### src/rtl/ramPatternPkg.sv
package ramPatternPkg;

  localparam int DATA_W = 8;
  localparam int NUM_PATTERNS = 12;

  typedef struct packed {
    logic init;
    logic addrInc;
    logic patNext;
    logic rollInc;
    logic rollRestart;
    logic nextPass;
    logic cmpEn;
    logic wrEn;
    logic rdEn;
  } ctrlStrobes_t;

  typedef enum logic [3:0] {
    ST_IDLE, ST_WR, ST_RD, ST_CMP, ST_FILL, ST_VRD, ST_VCMP, ST_DONE, ST_ERR
  } engState_t;

  function automatic logic [DATA_W-1:0] bcdInc(input logic [DATA_W-1:0] v);
    logic [3:0] lo;
    logic [3:0] hi;
    lo = v[3:0];
    hi = v[7:4];
    if (lo == 4'd9) begin
      lo = 4'd0;
      hi = (hi == 4'd9) ? 4'd0 : hi + 4'd1;
    end else begin
      lo = lo + 4'd1;
    end
    return {hi, lo};
  endfunction

  function automatic logic [DATA_W-1:0] fixedPattern(input logic [3:0] idx);
    logic [DATA_W-1:0] p;
    if (idx == 4'd0) p = 8'h00;
    else if (idx <= 4'd8) p = 8'h01 << (idx - 4'd1);
    else if (idx == 4'd9) p = 8'hFF;
    else if (idx == 4'd10) p = 8'hAA;
    else p = 8'h55;
    return p;
  endfunction

endpackage

### src/rtl/ramPatternDatapath.sv
module ramPatternDatapath
  import ramPatternPkg::*;
#(
  parameter int TRACK_W = 2,
  parameter int SECTOR_W = 4,
  parameter int BYTE_W = 7,
  parameter int ROLL_PASSES = 4,
  parameter logic [7:0] SEED = 8'h00
) (
  input  logic clk,
  input  logic rstN,
  input  ctrlStrobes_t strobes,
  input  logic rollMode,
  input  logic [DATA_W-1:0] memRdata,
  output logic [TRACK_W+SECTOR_W+BYTE_W-1:0] addr,
  output logic [DATA_W-1:0] expected,
  output logic addrLast,
  output logic patLast,
  output logic passLast,
  output logic mismatch,
  output logic errFlag,
  output logic [TRACK_W-1:0] errTrack,
  output logic [SECTOR_W-1:0] errSector,
  output logic [BYTE_W-1:0] errByte,
  output logic [DATA_W-1:0] errExpected,
  output logic [DATA_W-1:0] errActual
);

  localparam int ADDR_W = TRACK_W + SECTOR_W + BYTE_W;
  localparam int PASS_W = (ROLL_PASSES > 1) ? $clog2(ROLL_PASSES) : 1;

  logic [3:0] patIdx;
  logic [DATA_W-1:0] seed;
  logic [DATA_W-1:0] rollVal;
  logic [PASS_W-1:0] passCnt;

  assign expected = rollMode ? rollVal : fixedPattern(patIdx);
  assign addrLast = &addr;
  assign patLast = (patIdx == 4'(NUM_PATTERNS - 1));
  assign passLast = (passCnt == PASS_W'(ROLL_PASSES - 1));
  assign mismatch = (memRdata != expected);

  always_ff @(posedge clk) begin
    if (!rstN || strobes.init) begin
      addr <= '0;
      patIdx <= '0;
      seed <= SEED;
      rollVal <= SEED;
      passCnt <= '0;
      errFlag <= 1'b0;
      errTrack <= '0;
      errSector <= '0;
      errByte <= '0;
      errExpected <= '0;
      errActual <= '0;
    end else begin
      if (strobes.addrInc) addr <= addr + ADDR_W'(1);
      if (strobes.patNext) patIdx <= patIdx + 4'd1;
      if (strobes.nextPass) begin
        seed <= bcdInc(seed);
        rollVal <= bcdInc(seed);
        passCnt <= passCnt + PASS_W'(1);
      end else if (strobes.rollRestart) begin
        rollVal <= seed;
      end else if (strobes.rollInc) begin
        rollVal <= bcdInc(rollVal);
      end
      if (strobes.cmpEn && mismatch) begin
        errFlag <= 1'b1;
        errTrack <= addr[ADDR_W-1 -: TRACK_W];
        errSector <= addr[BYTE_W +: SECTOR_W];
        errByte <= addr[BYTE_W-1:0];
        errExpected <= expected;
        errActual <= memRdata;
      end
    end
  end

  AST_HALT_ON_ERROR: assert property (@(posedge clk) disable iff (!rstN)
    (errFlag && !strobes.init) |-> (!strobes.wrEn && !strobes.rdEn));
  AST_BCD_DIGITS: assert property (@(posedge clk) disable iff (!rstN)
    (rollVal[3:0] <= 4'd9) && (rollVal[7:4] <= 4'd9));
  AST_SEED_STEP: assert property (@(posedge clk) disable iff (!rstN)
    (strobes.nextPass && !strobes.init) |=> (rollVal == bcdInc($past(seed))));

endmodule

### src/rtl/ramPatternCtrl.sv
module ramPatternCtrl
  import ramPatternPkg::*;
(
  input  logic clk,
  input  logic rstN,
  input  logic start,
  input  logic modeRolling,
  input  logic addrLast,
  input  logic patLast,
  input  logic passLast,
  input  logic mismatch,
  output ctrlStrobes_t strobes,
  output logic rollMode,
  output logic busy,
  output logic done
);

  engState_t state;
  engState_t nextState;

  always_comb begin
    strobes = '0;
    nextState = state;
    case (state)
      ST_IDLE, ST_DONE, ST_ERR: begin
        if (start) begin
          strobes.init = 1'b1;
          nextState = modeRolling ? ST_FILL : ST_WR;
        end
      end
      ST_WR: begin
        strobes.wrEn = 1'b1;
        nextState = ST_RD;
      end
      ST_RD: begin
        strobes.rdEn = 1'b1;
        nextState = ST_CMP;
      end
      ST_CMP: begin
        strobes.cmpEn = 1'b1;
        if (mismatch) begin
          nextState = ST_ERR;
        end else if (addrLast && patLast) begin
          nextState = ST_DONE;
        end else begin
          strobes.addrInc = 1'b1;
          strobes.patNext = addrLast;
          nextState = ST_WR;
        end
      end
      ST_FILL: begin
        strobes.wrEn = 1'b1;
        strobes.addrInc = 1'b1;
        if (addrLast) begin
          strobes.rollRestart = 1'b1;
          nextState = ST_VRD;
        end else begin
          strobes.rollInc = 1'b1;
        end
      end
      ST_VRD: begin
        strobes.rdEn = 1'b1;
        nextState = ST_VCMP;
      end
      ST_VCMP: begin
        strobes.cmpEn = 1'b1;
        if (mismatch) begin
          nextState = ST_ERR;
        end else if (addrLast && passLast) begin
          nextState = ST_DONE;
        end else begin
          strobes.addrInc = 1'b1;
          if (addrLast) begin
            strobes.nextPass = 1'b1;
            nextState = ST_FILL;
          end else begin
            strobes.rollInc = 1'b1;
            nextState = ST_VRD;
          end
        end
      end
      default: nextState = ST_IDLE;
    endcase
  end

  always_ff @(posedge clk) begin
    if (!rstN) begin
      state <= ST_IDLE;
      rollMode <= 1'b0;
    end else begin
      state <= nextState;
      if (strobes.init) rollMode <= modeRolling;
    end
  end

  assign busy = (state != ST_IDLE) && (state != ST_DONE) && (state != ST_ERR);
  assign done = (state == ST_DONE);

  AST_WRITE_THEN_READ: assert property (@(posedge clk) disable iff (!rstN)
    (strobes.wrEn && !rollMode) |=> strobes.rdEn);
  AST_READ_THEN_CMP: assert property (@(posedge clk) disable iff (!rstN)
    strobes.rdEn |=> strobes.cmpEn);
  AST_BUSY_IGNORES_START: assert property (@(posedge clk) disable iff (!rstN)
    busy |-> !strobes.init);

endmodule

### src/rtl/ramPatternEngine.sv
module ramPatternEngine
  import ramPatternPkg::*;
#(
  parameter int TRACK_W = 2,
  parameter int SECTOR_W = 4,
  parameter int BYTE_W = 7,
  parameter int ROLL_PASSES = 4,
  parameter logic [7:0] SEED = 8'h00
) (
  input  logic clk,
  input  logic rstN,
  input  logic start,
  input  logic modeRolling,
  output logic [TRACK_W+SECTOR_W+BYTE_W-1:0] memAddr,
  output logic memWe,
  output logic memRe,
  output logic [7:0] memWdata,
  input  logic [7:0] memRdata,
  output logic busy,
  output logic done,
  output logic error,
  output logic [TRACK_W-1:0] errTrack,
  output logic [SECTOR_W-1:0] errSector,
  output logic [BYTE_W-1:0] errByte,
  output logic [7:0] errExpected,
  output logic [7:0] errActual
);

  ctrlStrobes_t strobes;
  logic rollMode;
  logic addrLast;
  logic patLast;
  logic passLast;
  logic mismatch;

  ramPatternCtrl u_ctrl (
    .clk(clk), .rstN(rstN), .start(start), .modeRolling(modeRolling),
    .addrLast(addrLast), .patLast(patLast), .passLast(passLast),
    .mismatch(mismatch), .strobes(strobes), .rollMode(rollMode),
    .busy(busy), .done(done)
  );

  ramPatternDatapath #(
    .TRACK_W(TRACK_W), .SECTOR_W(SECTOR_W), .BYTE_W(BYTE_W),
    .ROLL_PASSES(ROLL_PASSES), .SEED(SEED)
  ) u_datapath (
    .clk(clk), .rstN(rstN), .strobes(strobes), .rollMode(rollMode),
    .memRdata(memRdata), .addr(memAddr), .expected(memWdata),
    .addrLast(addrLast), .patLast(patLast), .passLast(passLast),
    .mismatch(mismatch), .errFlag(error), .errTrack(errTrack),
    .errSector(errSector), .errByte(errByte), .errExpected(errExpected),
    .errActual(errActual)
  );

  assign memWe = strobes.wrEn;
  assign memRe = strobes.rdEn;

  AST_ONE_ACCESS: assert property (@(posedge clk) disable iff (!rstN)
    !(memWe && memRe));
  AST_DONE_CLEAN: assert property (@(posedge clk) disable iff (!rstN)
    !(done && error));
  AST_ERROR_STOPS: assert property (@(posedge clk) disable iff (!rstN)
    (error && !busy && !start) |=> (!memWe && !memRe));

endmodule

### config.mk
export PLATFORM = sky130hd
export DESIGN_NAME = ramPatternEngine
export DESIGN_NICKNAME = d
export VERILOG_FILES = /design/src/rtl/ramPatternPkg.sv /design/src/rtl/ramPatternDatapath.sv /design/src/rtl/ramPatternCtrl.sv /design/src/rtl/ramPatternEngine.sv
export SDC_FILE = /design/constraint.sdc
export NUM_CORES = 1
export LEC_CHECK = 0
export ABC_AREA = 1
export BUFFER_PORTS_ARGS = -buffer_cell sky130_fd_sc_hd__buf_2
export CORE_ASPECT_RATIO = 1.4
export CORE_MARGIN = 4
export CORE_UTILIZATION = 57
export DETAILED_ROUTE_END_ITERATION = 10
export GPL_ROUTABILITY_DRIVEN = 0
export MAX_ROUTING_LAYER = met4
export PLACE_DENSITY = 0.86
export SYNTH_ARGS = -nofsm -noshare
export SYNTH_HDL_FRONTEND = slang
export SYNTH_HIERARCHICAL = 1
export SYNTH_SLANG_ARGS = --single-unit
### constraint.sdc
create_clock -name clk -period 4.6 [get_ports clk]
set_input_delay 0.46 -clock clk [delete_from_list [all_inputs] [get_ports clk]]
set_output_delay 0.46 -clock clk [all_outputs]
set_load 0.01 [all_outputs]
### After elaboration in Yosys (flattened, before gate mapping)

Cells that the tools add are included.

* flip-flop bits (word level): 70
* input bits: 12
* output and inout bits: 55
* word-level logic and storage cells: 107

* $add $sub $neg: 8
* $lt $le $gt $ge: 1
* equal/unequal tests: 21
* shift-type cells: 1
* mux-type cells: 43
* reductions and logical operators: 19

Operator list (count)
* 8-bit two-way mux: 8
* 4-bit two-way mux: 10
* 4-bit equality test (second input constant): 8
* 4-bit one-hot mux with 7 select lines: 1
* 4-bit by 1-bit adder with 4-bit output (second input constant): 5
* 1-bit two-way mux: 17
* 4-bit by 3-bit equality test with 1-bit output (second input constant): 4
* 13-bit by 1-bit adder with 13-bit output (second input constant): 1
* 13-bit AND reduction: 1
* 4-bit by 2-bit equality test with 1-bit output (second input constant): 2
* 4-bit logical NOT: 2
* 8-bit inequality test: 1
* 1-bit by 4-bit << shifter with 8-bit output (first input constant): 1
* 2-bit two-way mux: 3
* 3-bit two-way mux: 2
* 3-bit nonzero test: 2
* 2-bit OR reduction: 3
* 1-bit logical AND: 5
* 4-bit by 1-bit equality test with 1-bit output (second input constant): 1
* 4-bit less-or-equal comparator (second input constant): 1
* 4-bit by 3-bit inequality test with 1-bit output (second input constant): 1
* 4-bit inequality test (second input constant): 1
* 2-bit AND reduction: 2
* 4-bit nonzero test: 1
* 10 further kinds: 10

### Logic depth before layout (Yosys ltp)

Gate-level depths: netlist (run 1).

* word-level depth: 12
* mapped depth: 31
* mapped depth without buffers: 30

### By module

Netlist (run 1), hierarchy kept.

By module, submodules not included
* ramPatternDatapath: times used 1, cells each 552, area an instance 3682.3 um2, sequential area each 1301.2 um2
* ramPatternCtrl: times used 1, cells each 83, area an instance 488.0 um2, sequential area each 100.1 um2

### Least setup slack after synthesis (run 1)

Ideal clock, no wire load.

* kind: reg2reg
* start point: register u_datapath.patIdx[0]
* end point: register u_datapath.addr[11]
* setup time: 0.119 ns
* arrival time: 3.450 ns
* data required time: 4.481 ns
* setup slack: 1.031 ns
* stages on the path, launching flop included: 30
* path buffers: 1
* clock period less this slack: 3.569 ns
* path through: dfxtp_1 > inv_1 > ha_1 > inv_1 > o21ai_4 > nor2_1 > nor2_4 > nand2_1 > nand2_1 > nand2_1 > nand2_1 > inv_1 > nand2_1 > nor2_2 > nand2_4 > buf_6 > nor2_1 > inv_1 > o211ai_1 > nand2_1 > nor3_1 > nand2_1 > nor2_1 > inv_1 > nor3_1 > inv_1 > nor2_1 > nand2_1 > nor3_1 > nor3_1

RTL lines
* from (decl): RTL line ramPatternDatapath.sv:32 `logic [3:0] patIdx;`
* from (signal assigned): RTL line ramPatternDatapath.sv:58 `if (strobes.patNext) patIdx <= patIdx + 4'd1;`
* to (signal assigned): RTL line ramPatternDatapath.sv:57 `if (strobes.addrInc) addr <= addr + ADDR_W'(1);`
* to (decl): RTL line ramPatternDatapath.sv:15 `output logic [TRACK_W+SECTOR_W+BYTE_W-1:0] addr,`

==> results of run 1 <==
## kinds of logic (layout without fill, tap and decap cells)
family / after synthesis / after routing / synth area share
flip-flops: 70 / 70 / 0.336
adder cells (fa/ha/maj): 8 / 8 / 0.0240
buffers and inverters: 121 / 183 / 0.123
AO/OA/AOI/OAI: 115 / 115 / 0.159
AND/OR/NAND/NOR: 319 / 319 / 0.354
XOR/XNOR: 2 / 2 / 0.00420
## report_power, final
part	leakage (nW)	switching, mW	internal (mW)	total [mW]
clock	0.0893	0.237	0.210	0.448
sequential	0.565	0.0500	0.662	0.712
combinational	1.42	0.410	0.239	0.648
total	2.07	0.697	1.11	1.81
## layout make-up
class | instances | area [um2] | share of cell area
repair buffers | 70 | 360 | 0.0769
clock inverters | 5 | 35.0 | 0.00748
multi-input cells | 444 | 2260 | 0.483
clock buffers | 11 | 141 | 0.0302
well taps | 95 | 119 | 0.0254
flip-flops and latches | 70 | 1400 | 0.299
inverters | 97 | 367 | 0.0782
## metrics by stage
step | hold slack [ns] | setup slack [ns] | area, um2 | util | std cells
after floorplan | 0.445 | 1.03 | 4170 | - | 635
after global placement | 0.453 | 0.728 | 4510 | 0.642 | 776
after detailed placement | 0.453 | 0.568 | 4510 | 0.642 | 776
after CTS | 0.344 | 0.572 | 4690 | 0.667 | 792
after global routing | 0.373 | 0.0523 | 4690 | 0.667 | 792
final | 0.365 | 0.487 | 4690 | 0.667 | 792
## sequential cells by signal (all words and copies together), names as in the netlist
name	cells
u_datapath/errSector	4
u_datapath/addr	13
u_ctrl/state	4
u_datapath/rollVal	8
u_datapath/errTrack	2
u_datapath/errFlag	1
u_datapath/errByte	7
u_datapath/errExpected	8
u_datapath/patIdx	4
u_datapath/passCnt	2
u_ctrl/rollMode	1
u_datapath/seed	8
u_datapath/errActual	8
## cell usage in the layout (no fill, tap or decap), types with 15 or more instances in the layout
cell     Yosys  layout
dfxtp_1     70      70
buf_2        8      66
nor2_1      81      80
inv_1       92      92
nand3_2     19      19
nor3_1      15      15
a21oi_1     62      62
nand3_1     30      30
nand2_1    146     145
o21ai_0     28      28
## metal layers
layer | share of wire | wire (um) | GRT usage | vias up
met3 | 0.063 | 637 | 0.0479 | 19
li1 | - | - | - | 2146
met4 | 0.026 | 260 | 0.106 | 0
met5 | 0 | 0 | - | -
met1 | 0.43 | 4380 | 0.280 | 1903
met2 | 0.48 | 4790 | 0.403 | 152
## final timing paths
| path | to | slack (ns) | depth (start not counted) |
|---|---|---|---|
| hold reg to reg | u_datapath/errActual[2] | 0.48 | 2 |
| setup / recovery | u_datapath/addr[11] | 0.49 | 28 |
| hold / removal | u_ctrl/state[1] | 0.37 | 2 |
| setup reg to reg | u_datapath/addr[11] | 0.49 | 28 |
==> metrics.md, run 1 <==
| Metric | Value |
|---|---|
| Final setup viols | 0 |
| DRC | 0 |
| Predominant post-synthesis flop cell | dfxtp_1 |
| Crit. Startpoint | u_datapath/patIdx[0] |
| Post-cts gate resize count | 0 |
| Area delta synth->final | 12.4% |
| Yosys top cell area share | 0.336 |
| First-pass GRT wire length | 16400 um |
| Drt total wl | 10100 um |
| CP Max Fanout | 10 |
| Fillers | 622 |
| Syn avg cell area | 6.57 um2 |
| Worst path slowest cell | dfxtp_1 |
| #FFs+latches synth | 70 |
| CTS Buf Count | 9 |
| RR Startpoint | u_datapath/patIdx[0] |
| Crit-path most repeated cell | nand2_1 |
| Initial DRC count | 326 |
| Relative max-transition margin | 0.294 |
| Seq/Total Area, Yosys | 0.336 |
| Grt ovf | 0 |
| Dpl hpwl | 7360 um |
| Worst Setup Path Type | reg2reg |
| N_diodes | 0 |
| Dominant cells by area after synthesis | dfxtp_1 (34%), nand2_1 (13%), inv_1 (8.3%), a21oi_1 (7.4%), nor2_1 (7.3%) |
| Fin. max-slew vios | 0 |
| IO Port Bufs | 66 |
| Top cells by count, synth | nand2_1 (146), inv_1 (92), nor2_1 (81), dfxtp_1 (70), a21oi_1 (62) |
| Row count | 36 |
| Initial antenna violation count | 0 |
| Count leader, synth | nand2_1 |
| Vias per cell | 5.33 |
| CTS tree | yes |
| DIE HEIGHT | 109 um |
| Max Freq | 0.243 GHz |
| Ys async rst share | 0 |
| Post-layout power | 1.81 mW |
| Hold buffer count at CTS | 0 |
| Hold Startpoint | rstN |
| Fin nets | 712 |
| # Max-Cap Violations | 0 |
| Die area | 8770 um2 |
| Min Clock Period, post-route | 4.11 ns |
| Layout cell share with drive strength beyond 1 | 0.192 |
| Routed length per instance | 12.7 um |
| Pwr/cell area | 386 nW/um2 |
| Post-synth EDFFs | 0 |
| Core Area | 7030 um2 |
| Worst-Skew Late Latency | 0.35 ns |
| Yosys warning count | 6 |
| Max Clock Skew | 0.00915 ns |
| Initial core utilization | 0.593 |
| Count of different cell masters after synthesis | 43 |
| Hold Crit Class | in2reg |
| Pleak | 2.07 nW |
| Status | finished clean |
| Max Root-Sink Buffers | 2 |
| # IOs | 67 |
| TritonRoute pass-1 iters | 5 |
| Synth Instances | 635 |
| Worst-path clk slew | 0.08 ns |
| Post-synthesis net count | 655 |
| Vias | 4220 |
| TNS Setup | 0 ns |
| H-tree Lvls | 3 |
| Postcts setup bufs | 0 |
| CP endpoint kind | register |
| Vias in the first global route | 3760 |
| Worst path required time | 4.82 ns |
| Post-route clock period utilization | 0.894 |
| Pin count of the biggest net entering global routing | 61 |
| Worst-Margin Slew | 1.06 ns |
| Gr usage total | 0.242 |
| Worst EP arrival | 4.33 ns |
| Setup crit start kind | register |
| Count of final hold-check violations | 0 |
| Chip Width | 80.3 um |
| Final ANT Viol Nets | 0 |
| Root buffer cell | clkbuf_8 |
| Synth Cell Area | 4170 um2 |
| RSZ-0062 raised after global routing | false |
| Buf/Inv on CP | 6 |
| Clk sinks | 70 |
| VDD IR-drop max | 0.232 mV |
| Yosys top cell by area | dfxtp_1 |
| Crit-path max cell delay | 0.45 ns |
| Delay-heaviest family, CP | simple AND/OR/NAND/NOR gates |
Note: power is estimated with default switching activity, not from simulation.
==> run 2: changes to the inputs <==
--- a/config.mk
+++ b/config.mk
@@ -14,6 +14,7 @@
 export GPL_ROUTABILITY_DRIVEN = 0
 export MAX_ROUTING_LAYER = met4
 export PLACE_DENSITY = 0.86
+export SETUP_SLACK_MARGIN = 0.1
 export SYNTH_ARGS = -nofsm -noshare
 export SYNTH_HDL_FRONTEND = slang
 export SYNTH_HIERARCHICAL = 1
==> constraint.sdc (replaced) <==
create_clock -name clk -period 4.6 [get_ports clk]
set_input_delay 0.46 -clock clk [delete_from_list [all_inputs] [get_ports clk]]
set_output_delay 0.46 -clock clk [all_outputs]
set_load 0.05 [all_outputs]
==> metrics.md, run 2 (synthesized netlist as in run 1, its figures left out) <==
| Metric | Value |
|---|---|
| VDD IR-drop max | 0.377 mV (+63%) |
| Layout cell share with drive strength beyond 1 | 0.195 (+0.00231) |
| Hold slack final | 0.365 ns (-0.000224 ns) |
| Count of final hold-check violations | 0 (unchanged) |
| Setup crit start kind | register |
| Pin count of the biggest net entering global routing | 61 (unchanged) |
| Max Root-Sink Buffers | 2 (unchanged) |
| Routed length per instance | 12.7 um (about the same) |
| TritonRoute pass-1 iters | 5 (unchanged) |
| Reg2reg setup slack | 0.58 ns (+0.09 ns) |
| Final worst slack | 0.577 ns (+0.0899 ns) |
| Final setup viols | 0 (unchanged) |
| Most flops, register | u_datapath/addr |
| Hold Crit Class | in2reg |
| CP Max Fanout | 60 (+50) |
| Die area | 8770 um2 (unchanged) |
| Status | finished clean |
| N_diodes | 0 (unchanged) |
| Fin nets | 714 (+0.28%) |
| Post-route clock period utilization | 0.875 (-0.0195) |
| TNS Setup | 0 ns (unchanged) |
| Min Clock Period, post-route | 4.02 ns (-0.0899 ns) |
| Dpl hpwl | 7360 um (unchanged) |
| Worst Hold Path EP | u_ctrl/state[1] |
| Area of the multi-input gates | 2260 um2 (unchanged) |
| Gr usage total | 0.242 (unchanged) |
| Initial core utilization | 0.593 (unchanged) |
| Reg2reg end | u_datapath/rollVal[3] |
| Commonest non-fill, non-tap cell in the layout | nand2_1 |
| Most frequent cells in the layout | nand2_1 (145), inv_1 (92), nor2_1 (80) |
| Worst-Margin Slew | 1.05 ns (-0.00234 ns) |
| Post-cts gate resize count | 0 (unchanged) |
| Worst EP arrival | 4.30 ns (-0.03 ns) |
| Core Area | 7030 um2 (unchanged) |
| Root buffer cell | clkbuf_8 |
| Post-layout power | 1.99 mW (+9.9%) |
| Worst Setup Path Type | reg2reg |
| RSZ-0062 raised after global routing | false |
| CTS tree | yes |
| Pwr/cell area | 423 nW/um2 (+9.6%) |
| Initial antenna violation count | 0 (unchanged) |
| Worst slack at placement | 0.568 ns (unchanged) |
| # IOs | 67 (unchanged) |
| Hold depth | 2 (unchanged) |
| Worst path required time | 4.88 ns (+0.06 ns) |
| Crit. Startpoint | u_datapath/patIdx[0] |
| Clk sinks | 70 (unchanged) |
| Max Freq | 0.249 GHz (+2.2%) |
| Row count | 36 (unchanged) |
| Initial DRC count | 301 (-7.7%) |
| Max Clock Skew | 0.00810 ns (-0.00105 ns) |
| Pleak | 2.08 nW (+0.53%) |
| Final ANT Viol Nets | 0 (unchanged) |
| CP endpoint kind | register |
| First-pass GRT wire length | 16400 um (unchanged) |
| Drt total wl | 10100 um (+0.19%) |
| Max FFs per register | 13 (unchanged) |
| Worst-Skew Late Latency | 0.35 ns (about the same) |
| Fillers | 620 (-0.32%) |
| Met3 GRT Util | 0.0479 (unchanged) |
| Chip Width | 80.3 um (unchanged) |
| DIE HEIGHT | 109 um (unchanged) |
| CTS Buf Count | 9 (unchanged) |
| IO Port Bufs | 66 (unchanged) |
| GR Util met1 | 0.280 (unchanged) |
| Vias per cell | 5.32 (-0.16%) |
| DRC | 0 (unchanged) |
| Hold Startpoint | rstN |
| RR Startpoint | u_datapath/patIdx[0] |
| Gr busiest metal | met2 |
| Relative max-transition margin | 0.296 (+0.00156) |
| H-tree Lvls | 3 (unchanged) |
| R2R cell count | 21 (-25%) |
| Met2 global-route usage | 0.403 (unchanged) |
| Vias in the first global route | 3760 (unchanged) |
| Area delta synth->final | 12.7% |
| Vias | 4224 (+0.095%) |
| # Max-Cap Violations | 0 (unchanged) |
| Grt ovf | 0 (unchanged) |
| Sequential cell area | 1400 um2 (unchanged) |
| Final cell utilization of the core | 0.669 (+0.00214) |
| Fin. max-slew vios | 0 (unchanged) |
| Worst-path clk slew | 0.08 ns (about the same) |
## run 2: worst max-delay path by stage
stage	end	slack, ns	cells after the start
2_1_floorplan	u_datapath/addr[11]	0.71	29
3_3_place_gp	u_datapath/addr[11]	0.73	28
3_5_place_dp	u_datapath/addr[11]	0.57	28
4_1_cts	u_datapath/addr[11]	0.57	28
5_1_grt	u_datapath/rollVal[3]	0.12	22
6_report	u_datapath/rollVal[3]	0.58	21
## run 2: layout make-up
type | count | area share
Multi-Input combinational cell | 444 | 0.481
Sequential cell | 70 | 0.298
Inverter | 97 | 0.0780
Tap cell | 95 | 0.0253
Clock buffer | 11 | 0.0301
Timing Repair Buffer | 72 | 0.0799
Clock inverter | 5 | 0.00745
## run 2: what timing repair did
action,4_1_cts,5_1_grt
buffers inserted,0,2
hold buffers,0,0
endpoints found under the setup margin,0,1
## run 2: metal layers
layer | part of all wire | wire length (um)
met3 | 0.071 | 718
met4 | 0.024 | 247
met1 | 0.43 | 4310
met2 | 0.48 | 4810
met5 | 0 | 0
## run 2: power breakdown
part / internal, mW / switching, mW / leakage [nW]
registers: 0.662 / 0.0502 / 0.565
logic: 0.249 / 0.578 / 1.43
clock network: 0.210 / 0.238 / 0.0893
## run 2: worst max-delay path, stage by stage, from the launching register on
cell and delay, ns:
dfxtp_1 0.45, inv_1 0.14, ha_1 0.23, inv_1 0.13
o21ai_4 0.11, nor2_1 0.22, nor2_4 0.06, nand2_1 0.10
nand2_2 0.07, nand2_1 0.07, nand2_1 0.05, nand2_1 0.09
nor2_2 0.06, nand2_4 0.09, buf_4 0.56, nor4_1 0.14
buf_4 0.21, nor2_1 0.42, o21ai_1 0.33, a21oi_1 0.18
o21ai_0 0.10, a31oi_1 0.14
## run 2: per-stage QoR
stage	instance area (um2)	instances
final	4700	794
after global routing	4700	794
after CTS	4690	792
after detailed placement	4510	776
after global placement	4510	776
after floorplan	4170	635
==> run 3: changes to the inputs <==
--- a/config.mk
+++ b/config.mk
@@ -9,11 +9,11 @@
 export BUFFER_PORTS_ARGS = -buffer_cell sky130_fd_sc_hd__buf_2
 export CORE_ASPECT_RATIO = 1.4
 export CORE_MARGIN = 4
-export CORE_UTILIZATION = 57
+export CORE_UTILIZATION = 30
 export DETAILED_ROUTE_END_ITERATION = 10
-export GPL_ROUTABILITY_DRIVEN = 0
+export GPL_ROUTABILITY_DRIVEN = 1
 export MAX_ROUTING_LAYER = met4
-export PLACE_DENSITY = 0.86
+export PLACE_DENSITY = 0.54
 export SETUP_SLACK_MARGIN = 0.1
 export SYNTH_ARGS = -nofsm -noshare
 export SYNTH_HDL_FRONTEND = slang
==> metrics.md, run 3 (synthesized netlist as in run 1, its figures left out) <==
| Metric | Value |
|---|---|
| CP Max Fanout | 10 (-83%) |
| Grt ovf | 0 (unchanged) |
| Final design area excluding fillers | 4930 um2 (+4.9%) |
| Initial antenna violation count | 0 (unchanged) |
| Postcts setup bufs | 0 (unchanged) |
| Fillers | 1494 (+140%) |
| N_diodes | 0 (unchanged) |
| Pleak | 2.13 nW (+2.4%) |
| Core Area | 13500 um2 (+92%) |
| Pin count of the biggest net entering global routing | 60 (-1.6%) |
| Vias in the first global route | 3917 (+4.2%) |
| Area delta synth->final | 18.2% |
| Layout cell share with drive strength beyond 1 | 0.194 (-0.000876) |
| Worst path slowest cell | dfxtp_1 |
| Cells after DPL | 864 (+11%) |
| Die area | 15900 um2 (+81%) |
| Routed length per instance | 12.6 um (-0.81%) |
| Fin. max-slew vios | 0 (unchanged) |
| H-tree Lvls | 3 (unchanged) |
| CTS Buf Count | 9 (unchanged) |
| Max Freq | 0.249 GHz (about the same) |
| Worst-Margin Slew | 0.865 ns (-0.190 ns) |
| Root buffer cell | clkbuf_16 |
| RSZ-0062 raised after global routing | false |
| Worst-Skew Late Latency | 0.33 ns (-0.02 ns) |
| Setup crit start kind | register |
| Area after DPL | 4630 um2 (+2.7%) |
| Worst EP arrival | 4.22 ns (-0.08 ns) |
| Vias per cell | 4.69 (-12%) |
| IO Port Bufs | 66 (unchanged) |
| Count of final hold-check violations | 0 (unchanged) |
| Max FFs per register | 13 (unchanged) |
| VDD IR-drop max | 0.207 mV (-45%) |
| # IOs | 67 (unchanged) |
| Worst path required time | 4.80 ns (-0.08 ns) |
| Crit-path most repeated cell | nand2_1 |
| Post-Layout Cell Count | 879 (+11%) |
| CP endpoint kind | register |
| Initial DRC count | 284 (-5.6%) |
| Placer Congestion | 0.848 |
| Min Clock Period, post-route | 4.02 ns (-0.000220 ns) |
| TritonRoute pass-1 iters | 5 (unchanged) |
| Crit-path max cell delay | 0.43 ns (-0.13 ns) |
| Final ANT Viol Nets | 0 (unchanged) |
| Post-route clock period utilization | 0.875 (about the same) |
| DRC | 0 (unchanged) |
| TNS Setup | 0 ns (unchanged) |
| Status | finished clean |
| Row count | 50 (+39%) |
| First-pass GRT wire length | 18300 um (+12%) |
| Initial core utilization | 0.309 (-0.285) |
| Final setup viols | 0 (unchanged) |
| Chip Width | 108 um (+34%) |
| Commonest non-fill, non-tap cell in the layout | nand2_1 |
| DIE HEIGHT | 148 um (+35%) |
| Max Clock Skew | 0.00831 ns (+0.000208 ns) |
| Worst-path clk slew | 0.06 ns (-0.02 ns) |
| Most flops, register | u_datapath/addr |
| Gr usage total | 0.145 (-0.0964) |
| Pwr/cell area | 455 nW/um2 (+7.5%) |
| Hold buffer count at CTS | 0 (unchanged) |
| Worst Setup Path Type | reg2reg |
| Most frequent cells in the layout | nand2_1 (145), inv_1 (92), nor2_1 (80) |
| # Max-Cap Violations | 0 (unchanged) |
| Max Root-Sink Buffers | 2 (unchanged) |
| Fin nets | 713 (-0.14%) |
| Drt total wl | 11100 um (+9.8%) |
| Dpl hpwl | 8300 um (+13%) |
| Clk sinks | 70 (unchanged) |
| Vias | 4123 (-2.4%) |
| CTS tree | yes |
| Post-cts gate resize count | 0 (unchanged) |
| Relative max-transition margin | 0.422 (+0.126) |
| Hold Crit Class | in2reg |
run 3: changes by cell type in the layout (fill, tap and decap cells not counted):
cell and delta:
nor2_4 +1, bufinv_16 +1, nor2_2 -1, buf_4 -1, clkbuf_1 -1, clkbuf_8 -9, clkinv_2 -1, clkbuf_16 +9
run 3: power breakdown:
group | internal [mW] | switching, mW
registers | 0.663 | 0.0521
clock network | 0.432 | 0.269
logic | 0.241 | 0.584
run 3: cell type report:
cell class              count  area [um2]  area share
multi-input cells         444        2270       0.460
repair buffers             71         368      0.0746
flip-flops and latches     70        1400       0.284
inverters                  97         367      0.0744
well taps                 182         228      0.0462
clock buffers              10         239      0.0485
clock inverters             5        60.1      0.0122
run 3: metal layers:
| metal | GRT usage | up-vias | share of wire |
|---|---|---|---|
| met3 | 0.0345 | 20 | 0.044 |
| met5 | - | - | 0 |
| li1 | - | 2142 | - |
| met1 | 0.166 | 1859 | 0.43 |
| met4 | 0.0531 | 0 | 0.023 |
| met2 | 0.246 | 102 | 0.50 |
run 3: worst paths after layout:
check	start	endpoint	slack [ns]	cells past startpoint
setup / recovery	u_datapath/patIdx[0]	u_datapath/addr[11]	0.58	28
hold reg to reg	u_datapath/errExpected[5]	u_datapath/errExpected[5]	0.47	2
setup reg to reg	u_datapath/patIdx[0]	u_datapath/addr[11]	0.58	28
hold / removal	rstN	u_ctrl/state[1]	0.38	2
run 3: critical path, delay by kind of cell (launching register included):
| kind | cells | cell delay, ns |
|---|---|---|
| AOI/OAI and AO/OA | 2 | 0.48 |
| adders and majority gates | 1 | 0.23 |
| DFF | 1 | 0.43 |
| and+or+nand+nor | 19 | 2.19 |
| buffers and inverters | 6 | 0.53 |
run 3: stage by stage:
step	power [mW]	utilization	worst slack, ns	hold WS (ns)
final	2.24	0.365	0.577	0.383
after floorplan	1.38	-	0.707	0.445
after global routing	2.38	0.365	0.108	0.385
after CTS	2.27	0.365	0.576	0.375
after detailed placement	1.56	0.343	0.581	0.456
after global placement	1.55	0.343	0.769	0.452
